==> src/rtl/lcd_bias_pkg.sv <==
package lcd_bias_pkg;

    typedef enum logic [1:0] {
        BIAS_STATIC  = 2'b00,
        BIAS_HALF    = 2'b01,
        BIAS_THIRD   = 2'b10,
        BIAS_QUARTER = 2'b11
    } bias_mode_e;

    localparam int unsigned NUM_LVL = 3;
    localparam int unsigned NUM_WIN = 2;
    localparam int unsigned WIN_LOWR = 0;
    localparam int unsigned WIN_BUF  = 1;

    typedef logic [NUM_LVL-1:0] lvl_mask_t;

    // Levels that exist in each bias mode, lowest bit first.
    function automatic lvl_mask_t level_mask(bias_mode_e m);
        lvl_mask_t r;
        case (m)
            BIAS_STATIC:  r = 3'b000;
            BIAS_HALF:    r = 3'b001;
            BIAS_THIRD:   r = 3'b011;
            default:      r = 3'b111;
        endcase
        return r;
    endfunction

endpackage

==> src/rtl/bias_sync2.sv <==
module bias_sync2 #(
    parameter int unsigned W = 1
) (
    input  logic         clk,
    input  logic         rst,
    input  logic [W-1:0] d,
    output logic [W-1:0] q
);
    logic [W-1:0] meta;

    always_ff @(posedge clk) begin
        if (rst) begin
            meta <= '0;
            q    <= '0;
        end else begin
            meta <= d;
            q    <= meta;
        end
    end
endmodule

==> src/rtl/bias_window.sv <==
module bias_window #(
    parameter int unsigned DUR_W = 4
) (
    input  logic             clk,
    input  logic             rst,
    input  logic             en,
    input  logic             xfer,
    input  logic             tick,
    input  logic [DUR_W-1:0] dur,
    output logic             active
);
    logic [DUR_W-1:0] remain;

    always_ff @(posedge clk) begin
        if (rst || !en) begin
            active <= 1'b0;
            remain <= '0;
        end else if (xfer) begin
            // reload has priority over a coincident tick
            remain <= dur;
            active <= (dur != '0);
        end else if (tick && active) begin
            remain <= remain - 1'b1;
            if (remain == {{(DUR_W-1){1'b0}}, 1'b1})
                active <= 1'b0;
        end
    end
endmodule

==> src/rtl/lcd_bias_seq.sv <==
module lcd_bias_seq
    import lcd_bias_pkg::*;
#(
    parameter int unsigned DUR_W  = 4,
    parameter int unsigned CTST_W = 4
) (
    input  logic              clk,
    input  logic              rst,
    input  logic              tick,
    input  logic              xfer,
    input  logic              lcd_en,
    input  logic              disp_en,
    input  logic [1:0]        bias_sel,
    input  logic              ext_supply,
    input  logic [CTST_W-1:0] contrast,
    input  logic [DUR_W-1:0]  lowr_dur,
    input  logic [DUR_W-1:0]  buf_dur,
    input  logic              vrel_in,
    input  logic              vrdy_in,
    output logic              hi_str_en,
    output logic              lowr_en,
    output logic [2:0]        buf_en,
    output logic [CTST_W-1:0] trim,
    output logic              out_gate,
    output logic              vrel_sync,
    output logic              vrdy_sync
);
    localparam int unsigned NSTAT = 2;

    bias_mode_e       mode_q;
    logic [DUR_W-1:0] dur_sel [NUM_WIN];
    logic [NUM_WIN-1:0] win_act;
    logic [NSTAT-1:0] stat_sync;

    assign dur_sel[WIN_LOWR] = lowr_dur;
    assign dur_sel[WIN_BUF]  = buf_dur;

    generate
        for (genvar w = 0; w < NUM_WIN; w++) begin : g_win
            bias_window #(.DUR_W(DUR_W)) u_win (
                .clk    (clk),
                .rst    (rst),
                .en     (lcd_en),
                .xfer   (xfer),
                .tick   (tick),
                .dur    (dur_sel[w]),
                .active (win_act[w])
            );
        end
    endgenerate

    // bias mode captured together with the durations
    always_ff @(posedge clk) begin
        if (rst)
            mode_q <= BIAS_STATIC;
        else if (lcd_en && xfer)
            mode_q <= bias_mode_e'(bias_sel);
    end

    bias_sync2 #(.W(NSTAT)) u_sync (
        .clk (clk),
        .rst (rst),
        .d   ({vrdy_in, vrel_in}),
        .q   (stat_sync)
    );

    always_comb begin
        hi_str_en = lcd_en;
        lowr_en   = win_act[WIN_LOWR];
        buf_en    = win_act[WIN_BUF] ? level_mask(mode_q) : '0;
        trim      = ext_supply ? '0 : contrast;
        out_gate  = lcd_en & disp_en;
        vrel_sync = stat_sync[0];
        vrdy_sync = stat_sync[1];
    end
endmodule

==> config.mk <==
export PLATFORM = sky130hd
export DESIGN_NAME = lcd_bias_seq
export DESIGN_NICKNAME = d
export VERILOG_FILES = /design/src/rtl/lcd_bias_pkg.sv /design/src/rtl/bias_sync2.sv /design/src/rtl/bias_window.sv /design/src/rtl/lcd_bias_seq.sv
export SDC_FILE = /design/constraint.sdc
export NUM_CORES = 1
export LEC_CHECK = 0
export BUFFER_PORTS_ARGS = -buffer_cell sky130_fd_sc_hd__buf_2
export CORE_UTILIZATION = 45
export DETAILED_ROUTE_END_ITERATION = 10
export GPL_ROUTABILITY_DRIVEN = 0
export PLACE_DENSITY = 0.76
export REMOVE_ABC_BUFFERS = 1
export SYNTH_ARGS = -nofsm -noshare
export SYNTH_HDL_FRONTEND = slang
export SYNTH_SLANG_ARGS = --single-unit
==> constraint.sdc <==
create_clock -name clk -period 1.75 [get_ports clk]
set_clock_uncertainty 0.15 [all_clocks]
set_input_delay 0.0875 -clock clk [delete_from_list [all_inputs] [get_ports clk]]
set_output_delay 0.0875 -clock clk [all_outputs]
set_load 0.01 [all_outputs]
## After elaboration in Yosys (flattened, before gate mapping)

Index checks and enable logic that the tools add are counted.

| storage, ports and cells | value |
|---|---|
| register bits | 16 |
| bits in latches | 0 |
| bits in writable memories | 0 |
| memory bits (read-only) | 0 |
| input port bits | 23 |
| output and inout port bits | 12 |
| logic and storage cells | 41 |
| memories | 0 |

| cells by class | value |
|---|---|
| $add $sub $neg | 2 |
| $mul | 0 |
| div/mod/pow operators | 0 |
| magnitude comparators | 0 |
| equality and inequality tests | 4 |
| shift-type cells | 0 |
| mux-type cells | 13 |
| bitwise logic cells | 1 |
| reductions and logical operators | 14 |

Operators by type and width:

| cell | count |
|---|---|
| 2-to-1 mux 4 bit | 5 |
| one-hot mux 3 bit (3 select lines) | 1 |
| == test 4 x 1 -> 1 bit (second input constant) | 2 |
| nonzero test 2 bit | 4 |
| nonzero test 4 bit | 2 |
| subtractor 4 x 1 -> 4 bit (second input constant) | 2 |
| 2-to-1 mux 1 bit | 6 |
| AND reduction 2 bit | 2 |
| logical AND 1 bit | 3 |
| 2-to-1 mux 3 bit | 1 |
| == test 2 x 1 -> 1 bit (second input constant) | 1 |
| == test 2 bit (second input constant) | 1 |
| zero test 2 bit | 1 |
| AND 1 bit | 1 |
| zero test 1 bit | 1 |
| logical OR 1 bit | 1 |

## Longest topological paths before layout

Gate-level depths: netlist of run 1.

| depth | value |
|---|---|
| depth in word-level cells | 4 |
| mapped depth | 5 |
| mapped depth without buffers | 5 |

## Modules after synthesis

Synthesis of run 1 repeated with hierarchy kept, for this count alone.

| unflattened totals | value |
|---|---|
| cells, all modules | 91 |
| area, all modules | 838.3 µm² |

By module, submodules not included:

| module | times used | cells each | area an instance (µm²) | sequential area each (µm²) |
|---|---|---|---|---|
| bias_window | 2 | 33 | 294.0 | 100.1 |
| lcd_bias_seq | 1 | 17 | 145.1 | 40.0 |
| bias_sync2 | 1 | 8 | 105.1 | 80.1 |

## Worst setup path after synthesis of run 1

OpenSTA, ideal clock, no wires.

| path | value |
|---|---|
| path kind | register -> register |
| start point | reg g_win[0].u_win.remain[0] |
| end point | reg g_win[0].u_win.remain[1] |
| library setup time | 0.070 ns |
| data arrival time | 1.111 ns |
| data required time | 1.530 ns |
| slack | 0.419 ns |
| stages on the path, launching flop included | 5 |
| path buffers | 0 |
| period minus slack after synthesis | 1.331 ns |
| path through | dfxtp_1 > inv_1 > ha_1 > a311o_1 > a21oi_1 |

| on the way | value |
|---|---|
| word-level cells in the longest chain between the ends | 3 |

Ends and longest elaborated chain:

| item | line | text |
|---|---|---|
| start, declared | bias_window.sv:12 | `logic [DUR_W-1:0] remain;` |
| start signal, assigned | bias_window.sv:20 | `remain <= dur;` |
| start signal, assigned | bias_window.sv:23 | `remain <= remain - 1'b1;` |
| subtractor 4 x 1 -> 4 bit | bias_window.sv:23 |  |
| 2-to-1 mux 4 bit | bias_window.sv:22 | `end else if (tick && active) begin` |
| 2-to-1 mux 4 bit | bias_window.sv:18 | `end else if (xfer) begin` |

No other way between the ends. The select of a mux whose other input is x is not followed.
A chain may end at the register's enable or synchronous reset.

## Worst setup path after layout of run 1

| path | value |
|---|---|
| start point | in buf_dur[0] |
| end point | reg g_win[1].u_win.active |

| on the way | value |
|---|---|
| word-level cells in the longest chain between the ends | 2 |

Ends and longest elaborated chain:

| item | line | text |
|---|---|---|
| start, declared | lcd_bias_seq.sv:17 | `input logic [DUR_W-1:0] buf_dur,` |
| nonzero test 4 bit | bias_window.sv:21 | `active <= (dur != '0);` |
| 2-to-1 mux 1 bit | bias_window.sv:18 |  |
| end signal, assigned | bias_window.sv:21 |  |
| end, declared | bias_window.sv:10 | `output logic active` |

No other way between the ends.

==> summary.txt, run 1 <==
outcome -> finished clean
count leader, synth -> dfxtp_1
largest area contributor in the netlist -> dfxtp_1
# rows -> 14
Routed WL -> 2.12 mm
static leakage -> 0.000521 uW
largest net degree at the start of global routing -> 17
Tmin final -> 1.50 ns
Peak VDD IR -> 0.000709 V
Final Setup Violations -> 0
Final Net Count -> 173
CTS Sinks -> 16
RSZ-0062 raised after global routing -> no
Seq cells post-synth -> 16
Port Buffers -> 34
Slew @ Worst Pin -> 0.425 ns
crit path max fanout -> 2
die area -> 0.00196 mm^2
vias after detailed routing -> 862
Slew Limit Fails -> 0
period utilization -> 0.855
worst-skew pair later-pin latency -> 0.28 ns
cell area after synthesis -> 806 um^2
DR DRC count -> 0
top cells by count, synth -> dfxtp_1 (16), nand2_1 (9), a21oi_1 (8), nor2b_1 (8), o21ai_0 (6)
Post-Route Setup TNS -> 0 ns
Die Ht -> 44.3 um
drt pass-1 iters -> 4
critical path class -> in -> reg
wire per inst -> 12.6 um
initial drt markers -> 14
sequential area share after synthesis -> 0.398
CTS hold repair buffers -> 17
number of max-cap violations -> 0
Antenna diodes -> 0
Synth area leaders -> dfxtp_1 (40%), ha_1 (6.2%), nor2b_1 (6.2%)
WP data required -> 1.76 ns
Overall Global Routing Usage -> 0.247
Post-synth EDFFs -> 0
Cells after Synth -> 94
DR vias/cell -> 5.10
Hold Path Class -> in -> reg
Initial Util -> 0.505
remaining antenna violation count -> 0
Achievable Freq -> 668 MHz
first-pass GRT wire length -> 3.51 mm
clock buffer depth -> 2
Post-CTS Resized -> 0
Ports -> 35
Placeable Area -> 0.00159 mm^2
GR Util met2 -> 0.438
Inserted Clock Buffers -> 3
CTS root buf -> clkbuf_4
Reg-to-Reg Start -> g_win[1].u_win.remain[0]
syn avg cell area -> 8.57 um^2
htree depth -> 1
Pwr Density -> 660 mW/mm^2
vias in the first global route -> 799
Synth warnings -> 0
initial antenna violation count -> 0
Pwr Total -> 777 uW
Congestion Overflow GR -> 0
share of cells above drive strength 1 -> 0.262
gr busiest metal -> met2
FFs w/ async S/R, synth -> 0
CP Launch Type -> input pin
area grow syn2layout -> 46.1%
Clock transition at path regs -> 0.09 ns
post-CTS setup buffer count -> 0
worst setup path start -> buf_dur[0]
Setup crit end kind -> flip-flop
Synth Flop Type -> dfxtp_1
DP Wirelength -> 1.34 mm
Max-slew headroom -> 0.716
data arrival time of the worst path -> 1.51 ns
synth unique cells -> 25
GR Util met1 -> 0.271
CTS tree -> yes
Hold Path Origin -> lcd_en
Yosys top cell area share -> 0.398
filler instances -> 121
Hold Vio Cnt, Final -> 0
met3 global-route usage -> 0.0735
Die Wd -> 44.3 um
[per-stage QoR]
step	setup WS, ns	cells	util	cell area [um^2]	hold WS [ns]
3_5_place_dp	0.336	148	0.609	971	0.164
5_1_grt	0.235	169	0.739	1180	0.0399
6_report	0.253	169	0.739	1180	0.0160
4_1_cts	0.308	169	0.739	1180	0.00411
3_3_place_gp	0.396	148	0.609	971	0.151
2_1_floorplan	0.419	90	-	771	0.00657
[flip-flops by register name, indices dropped and copies added, names as in the netlist]
signal,count
u_sync.q,2
u_sync.meta,2
g_win.u_win.remain,8
mode_q,2
g_win.u_win.active,2
[critical path: stages]
cell           delay, ns
dlygate4sd3_1       0.57
buf_2               0.14
or4_1               0.50
nor2_1              0.14
a211oi_1            0.07
[worst paths after layout]
check	cells past startpoint	slack, ns	end
setup / recovery	5	0.25	g_win[1].u_win.active
hold / removal	4	0.02	mode_q[0]
setup reg to reg	3	0.32	g_win[1].u_win.remain[3]
hold reg to reg	1	0.30	u_sync.q[1]
[cell families after synthesis]
logic type / share of synthesized area
AO/OA/AOI/OAI: 0.193
AND/OR/NAND/NOR: 0.238
adder cells (fa/ha/maj): 0.0621
buffers and inverters: 0.0668
flip-flops: 0.398
XOR/XNOR: 0.0435
[cell usage in the layout (no fill, tap or decap)]
cell,instances
nand3_1,4
dlygate4sd3_1,17
a211oi_1,4
clkbuf_4,3
nand2_1,9
o31ai_1,2
dfxtp_1,16
o21a_1,1
inv_1,5
xor2_1,2
nor2_1,4
or3_1,4
a311o_1,2
clkbuf_8,1
and2_1,2
and3_1,1
buf_2,34
xnor2_1,2
and2b_1,1
nor2b_1,8
ha_1,4
o21ai_0,6
or4_1,2
a21oi_1,8
nand2b_1,1
a31oi_1,2
[layout make-up]
type,instances,area [um^2],share of cell area
Clock buffer,4,36.3,0.0308
Inverter,5,18.8,0.0159
Multi-Input combinational cell,69,432,0.367
Sequential cell,16,320,0.272
Tap cell,24,30.0,0.0255
Timing Repair Buffer,51,340,0.289
[routing by layer]
metal | vias up | wire length (um)
li1 | 431 | -
met3 | 6 | 105
met1 | 401 | 822
met5 | - | 0
met4 | 0 | 44
met2 | 24 | 1150
[where the power goes]
group          leakage [uW]  switching [uW]  internal, uW
registers          0.000131            12.4           381
logic              0.000369            65.1          76.9
clock network     0.0000210             115           127
(Power assumes the default switching activity.)
==> run 2, diff against run 1 <==
- CORE_UTILIZATION: 45 -> 46
- PLACE_DENSITY: 0.76 -> 0.77
- SYNTH_HIERARCHICAL: default -> 1
==> summary.txt, run 2 <==
DR vias/cell -> 5.29 (was 5.10)
Cells after Synth -> 91 (was 94)
largest net degree at the start of global routing -> 13 (was 17)
wire per inst -> 15.1 um (was 12.6 um)
Post-synth EDFFs -> 0 (unchanged)
static leakage -> 0.000545 uW (was 0.000521 uW)
first-pass GRT wire length -> 3.84 mm (was 3.51 mm)
Slew Limit Fails -> 0 (unchanged)
RSZ-0062 raised after global routing -> no (unchanged)
Seq cells post-synth -> 16 (unchanged)
Placed Cells -> 149 (was 148)
drt pass-1 iters -> 4 (unchanged)
sequential area share after synthesis -> 0.382 (was 0.398)
Post-Route Setup TNS -> 0 ns (unchanged)
crit path max fanout -> 3 (was 2)
Initial Util -> 0.491 (was 0.505)
Port Buffers -> 34 (unchanged)
slowest library cell on the worst path -> dfxtp_1 (was dlygate4sd3_1)
Hold Vio Cnt, Final -> 0 (unchanged)
DR WL met2 -> 1.32 mm (was 1.15 mm)
Final Setup Violations -> 0 (unchanged)
top cells by count, synth -> dfxtp_1 (16), nor2b_1 (10), a21oi_1 (9), inv_1 (6), nand3_1 (6) (was dfxtp_1 (16), nand2_1 (9), a21oi_1 (8), nor2b_1 (8), o21ai_0 (6))
Overall Global Routing Usage -> 0.271 (was 0.247)
vias in the first global route -> 841 (was 799)
syn avg cell area -> 9.21 um^2 (was 8.57 um^2)
CTS tree -> yes (unchanged)
data arrival time of the worst path -> 1.59 ns (was 1.51 ns)
Synth Flop Type -> dfxtp_1 (unchanged)
Pwr Density -> 637 mW/mm^2 (was 660 mW/mm^2)
clock buffer depth -> 2 (unchanged)
Max-slew headroom -> 0.773 (was 0.716)
post-CTS setup buffer count -> 0 (unchanged)
Antenna diodes -> 0 (unchanged)
Tmin final -> 1.54 ns (was 1.50 ns)
htree depth -> 1 (unchanged)
wire length on met1 -> 1.11 mm (was 822 um)
Placeable Area -> 0.00171 mm^2 (was 0.00159 mm^2)
outcome -> finished clean (unchanged)
Hold Path Class -> in -> reg (unchanged)
Clock transition at path regs -> 0.10 ns (was 0.09 ns)
met3 WL post-DR -> 122 um (was 105 um)
Achievable Freq -> 649 MHz (was 668 MHz)
Inserted Clock Buffers -> 3 (unchanged)
cell area after synthesis -> 838 um^2 (was 806 um^2)
Die Ht -> 44.7 um (was 44.3 um)
Synth warnings -> 6 (was 0)
share of cells above drive strength 1 -> 0.322 (was 0.262)
Reg with most FFs -> g_win.u_win/remain (was g_win.u_win.remain)
count leader, synth -> dfxtp_1 (unchanged)
number of max-cap violations -> 0 (unchanged)
initial drt markers -> 35 (was 14)
Routed WL -> 2.59 mm (was 2.12 mm)
crit path cell chain -> inv_1, ha_1, a311o_1, a21oi_1 (was dlygate4sd3_1, buf_2, or4_1, nor2_1, a211oi_1)
worst-skew pair later-pin latency -> 0.28 ns (about the same)
Final Non-Filler Cells -> 171 (was 169)
WP data required -> 1.80 ns (was 1.76 ns)
Congestion Overflow GR -> 0 (unchanged)
Slew @ Worst Pin -> 0.340 ns (was 0.425 ns)
synth unique cells -> 27 (was 25)
max FFs per register -> 8 (unchanged)
Worst path max stage delay -> 0.38 ns (was 0.57 ns)
period utilization -> 0.881 (was 0.855)
CTS root buf -> clkbuf_4 (unchanged)
largest area contributor in the netlist -> dfxtp_1 (unchanged)
critical path class -> reg -> reg (was in -> reg)
DR DRC count -> 0 (unchanged)
Final Net Count -> 174 (was 173)
Setup crit end kind -> flip-flop (unchanged)
# rows -> 15 (was 14)
Yosys top cell area share -> 0.382 (was 0.398)
dpl cell area -> 0.00103 mm^2 (was 971 um^2)
Peak VDD IR -> 0.000573 V (was 0.000709 V)
initial antenna violation count -> 0 (unchanged)
CP Launch Type -> flip-flop (was input pin)
commonest non-fill, non-tap cell in the layout -> buf_2 (unchanged)
DP Wirelength -> 1.32 mm (was 1.34 mm)
Ports -> 35 (unchanged)
remaining antenna violation count -> 0 (unchanged)
vias after detailed routing -> 904 (was 862)
die area -> 0.00200 mm^2 (was 0.00196 mm^2)
most frequent cells in the layout -> buf_2 (34), dlygate4sd3_1 (18), dfxtp_1 (16) (was buf_2 (34), dlygate4sd3_1 (17), dfxtp_1 (16))
area grow syn2layout -> 50.7% (was 46.1%)
Synth area leaders -> dfxtp_1 (38%), nor2b_1 (7.5%), ha_1 (6.0%) (was dfxtp_1 (40%), ha_1 (6.2%), nor2b_1 (6.2%))
FFs w/ async S/R, synth -> 0 (unchanged)
DR top layer -> met4 (unchanged)
Die Wd -> 44.7 um (was 44.3 um)
worst path buffer plus inverter count -> 1 (was 2)
Crit path max-delay family -> compound AO/OA/AOI/OAI gates (was buffers and inverters)
CTS Sinks -> 16 (unchanged)
final instance area -> 0.00126 mm^2 (was 0.00118 mm^2)
run 2: area by class of cell:
type / instances / area [um^2]
clock buffer: 4 / 36.3
fill: 122 / 444
inverter: 6 / 22.5
multi-input combinational: 68 / 503
sequential: 16 / 320
tap: 25 / 31.3
timing repair buffer: 52 / 350
run 2: layer usage:
metal	vias to the layer above	global-route usage
li1	437	-
met1	429	0.323
met2	32	0.468
met3	6	0.0640
met4	0	0.115
met5	-	0
run 2: power breakdown:
group / switching (uW) / total [uW] / leakage (uW) / internal, uW
combinational: 76.0 / 163 / 0.000393 / 86.8
sequential: 15.9 / 396 / 0.000131 / 381
clock: 119 / 246 / 0.0000210 / 126
run 2: what timing repair did:
action	4_1_cts	5_1_grt
setup endpoints to repair	0	2
resized for setup	0	2
hold buffers	20	0
endpoints found under the hold margin	16	0
run 2: cells by family after synthesis:
group,count (synthesis),synth area share
fa+ha+maj,4,0.0597
simple gates,33,0.258
xor+xnor,4,0.0418
flops,16,0.382
compound gates,27,0.222
buf+inv,7,0.0358
run 2: through the flow:
stage / hold WS (ns) / power [uW] / setup WS, ns / util
after CTS: 0.0113 / 797 / 0.0792 / 0.743
after detailed placement: 0.165 / 522 / 0.367 / 0.604
final: 0.0232 / 805 / 0.209 / 0.740
after global routing: 0.00432 / 845 / 0.165 / 0.740
after floorplan: -0.0000555 / 461 / 0.427 / -
after global placement: 0.151 / 517 / 0.413 / 0.604
run 2: path summary, 6_finish.rpt:
kind / from / endpoint / slack (ns) / cells after the start
worst max register to register: g_win[1].u_win/remain[0] / g_win[1].u_win/remain[1] / 0.21 / 4
worst min-delay path: xfer / g_win[0].u_win/active / 0.02 / 3
worst max-delay path: g_win[1].u_win/remain[0] / g_win[1].u_win/remain[1] / 0.21 / 4
worst min register to register: u_sync/meta[0] / u_sync/q[0] / 0.34 / 1
run 2: worst register-to-register path, stage by stage (launching register included):
cell and delay [ns]:
dfxtp_1 0.38, inv_1 0.08, ha_1 0.31, a311o_1 0.35, a21oi_1 0.20
==> run 3, diff against run 2 <==
- CORE_MARGIN: default -> 2
==> summary.txt, run 3 (synthesized netlist as in run 2, its figures left out) <==
worst path buffer plus inverter count -> 3 (was 1)
Setup crit end kind -> flip-flop (unchanged)
Pwr Density -> 630 mW/mm^2 (was 637 mW/mm^2)
most frequent cells in the layout -> buf_2 (34), dlygate4sd3_1 (19), dfxtp_1 (16) (was buf_2 (34), dlygate4sd3_1 (18), dfxtp_1 (16))
Pwr Total -> 810 uW (was 805 uW)
number of max-cap violations -> 0 (unchanged)
slowest library cell on the worst path -> dlygate4sd3_1 (was dfxtp_1)
filler instances -> 129 (was 122)
static leakage -> 0.000559 uW (was 0.000545 uW)
Die Ht -> 46.7 um (was 44.7 um)
Hold Path Class -> in -> reg (unchanged)
Antenna diodes -> 0 (unchanged)
Port Buffers -> 34 (unchanged)
share of cells above drive strength 1 -> 0.318 (was 0.322)
Final Net Count -> 176 (was 174)
Hold Path Origin -> lcd_en (was xfer)
Congestion Overflow GR -> 0 (unchanged)
Slew Limit Fails -> 0 (unchanged)
FF-to-FF End -> g_win[1].u_win/remain[1] (unchanged)
cell mode on critical path -> dlygate4sd3_1
first-pass GRT wire length -> 3.57 mm (was 3.84 mm)
DR vias/cell -> 5.21 (was 5.29)
drt pass-1 iters -> 4 (unchanged)
commonest non-fill, non-tap cell in the layout -> buf_2 (unchanged)
htree depth -> 1 (unchanged)
sequential share of power -> 0.488 (was 0.493)
sw power -> 212 uW (was 211 uW)
CP Launch Type -> input pin (was flip-flop)
DR DRC count -> 0 (unchanged)
Placeable Area -> 0.00173 mm^2 (was 0.00171 mm^2)
Ports -> 35 (unchanged)
max FFs per register -> 8 (unchanged)
initial antenna violation count -> 0 (unchanged)
outcome -> finished clean (unchanged)
vias after detailed routing -> 902 (was 904)
Tmin final -> 1.66 ns (was 1.54 ns)
# rows -> 15 (unchanged)
hold path depth -> 3 (unchanged)
crit path max fanout -> 2 (was 3)
worst-skew pair later-pin latency -> 0.29 ns (was 0.28 ns)
Peak VDD IR -> 0.000518 V (was 0.000573 V)
CTS tree -> yes (unchanged)
Reg with most FFs -> g_win.u_win/remain (unchanged)
CTS Sinks -> 16 (unchanged)
Achievable Freq -> 601 MHz (was 649 MHz)
Pint -> 598 uW (was 594 uW)
Initial Util -> 0.486 (was 0.491)
remaining antenna violation count -> 0 (unchanged)
Reg-to-Reg Start -> g_win[1].u_win/remain[0] (unchanged)
R2R Setup Slk -> 0.30 ns (was 0.21 ns)
Inserted Clock Buffers -> 3 (unchanged)
DP Wirelength -> 1.33 mm (was 1.32 mm)
Routed WL -> 2.38 mm (was 2.59 mm)
Worst path max stage delay -> 0.58 ns (was 0.38 ns)
period utilization -> 0.951 (was 0.881)
wire per inst -> 13.8 um (was 15.1 um)
clock buffer depth -> 2 (unchanged)
vias in the first global route -> 833 (was 841)
CTS root buf -> clkbuf_4 (unchanged)
Die Wd -> 46.7 um (was 44.7 um)
critical path class -> in -> reg (was reg -> reg)
initial drt markers -> 17 (was 35)
Overall Global Routing Usage -> 0.231 (was 0.271)
Max-slew headroom -> 0.784 (was 0.773)
cells on worst reg2reg path -> 4 (unchanged)
Final Setup Violations -> 0 (unchanged)
Clock transition at path regs -> 0.10 ns (about the same)
WP data required -> 1.79 ns (was 1.80 ns)
Logic pwr share -> 0.202 (about the same)
clock group share of total power -> 0.309 (was 0.305)
die area -> 0.00218 mm^2 (was 0.00200 mm^2)
data arrival time of the worst path -> 1.71 ns (was 1.59 ns)
RSZ-0062 raised after global routing -> no (unchanged)
Slew @ Worst Pin -> 0.324 ns (was 0.340 ns)
crit path cell chain -> dlygate4sd3_1, buf_2, o41ai_2, dlygate4sd3_1, a21oi_1 (was inv_1, ha_1, a311o_1, a21oi_1)
Post-Route Setup TNS -> 0 ns (unchanged)
area grow syn2layout -> 53.4% (was 50.7%)
Hold Vio Cnt, Final -> 0 (unchanged)
largest net degree at the start of global routing -> 13 (unchanged)
Net Sw Frac -> 0.262 (about the same)
Crit path max-delay family -> buffers and inverters (was compound AO/OA/AOI/OAI gates)
Hold Path End -> g_win[0].u_win/remain[1] (was g_win[0].u_win/active)
==> run 3: area by class of cell <==
type / instances / area [um^2] / area share
multi-input cells: 68 / 503 / 0.391
repair buffers: 54 / 373 / 0.290
flip-flops and latches: 16 / 320 / 0.249
clock buffers: 4 / 36.3 / 0.0282
well taps: 25 / 31.3 / 0.0243
inverters: 6 / 22.5 / 0.0175
==> run 3: stage by stage <==
step                hold WS, ns  utilization  worst slack [ns]  instance area (um^2)  cells
global placement          0.153        0.598             0.413                  1030    149
detailed placement        0.162        0.598             0.365                  1030    149
floorplan            -0.0000555            -             0.427                   831     90
CTS                     0.00454        0.735            0.0789                  1270    173
global route             0.0373        0.745            0.0159                  1290    173
finish                   0.0132        0.745            0.0852                  1290    173
==> run 3: per-layer routing <==
| layer | up-vias | routed length, um | global-route usage |
|---|---|---|---|
| met5 | - | 0 | 0 |
| met4 | 0 | 46 | 0.0778 |
| met3 | 8 | 163 | 0.0353 |
| met2 | 47 | 1190 | 0.397 |
| met1 | 406 | 977 | 0.291 |
| li1 | 441 | - | - |
==> run 3: worst max-delay path by stage <==
stage | from | to | slack, ns | depth (start not counted)
after floorplan | g_win[0].u_win/remain[0] | g_win[0].u_win/remain[1] | 0.43 | 4
after global placement | g_win[1].u_win/remain[0] | g_win[1].u_win/remain[1] | 0.41 | 4
after detailed placement | g_win[1].u_win/remain[0] | g_win[1].u_win/remain[1] | 0.36 | 4
after CTS | lowr_dur[1] | g_win[0].u_win/active | 0.08 | 5
after global routing | buf_dur[2] | g_win[1].u_win/active | 0.02 | 5
final | buf_dur[2] | g_win[1].u_win/active | 0.09 | 5
==> run 3: timing repair <==
| item | in CTS | in global routing |
|---|---|---|
| buffers inserted | 0 | 0 |
| hold endpoints to repair | 16 | 0 |
| resized for setup | 0 | 3 |
| hold buffers | 20 | 0 |
| setup endpoints to repair | 0 | 2 |
==> run 3: worst reg2reg max path, cell delays in order, from the launching register on <==
cell	delay [ns]
dfxtp_1	0.39
inv_1	0.08
ha_1	0.29
a311o_1	0.31
a21oi_1	0.16
==> run 3: power groups by stage <==
stage	combinational [uW]	sequential [uW]	clock (uW)
2_1_floorplan	60.5	401	0
3_3_place_gp	116	402	0
3_5_place_dp	119	403	0
4_1_cts	153	394	255
5_1_grt	178	397	262
6_report	164	395	251
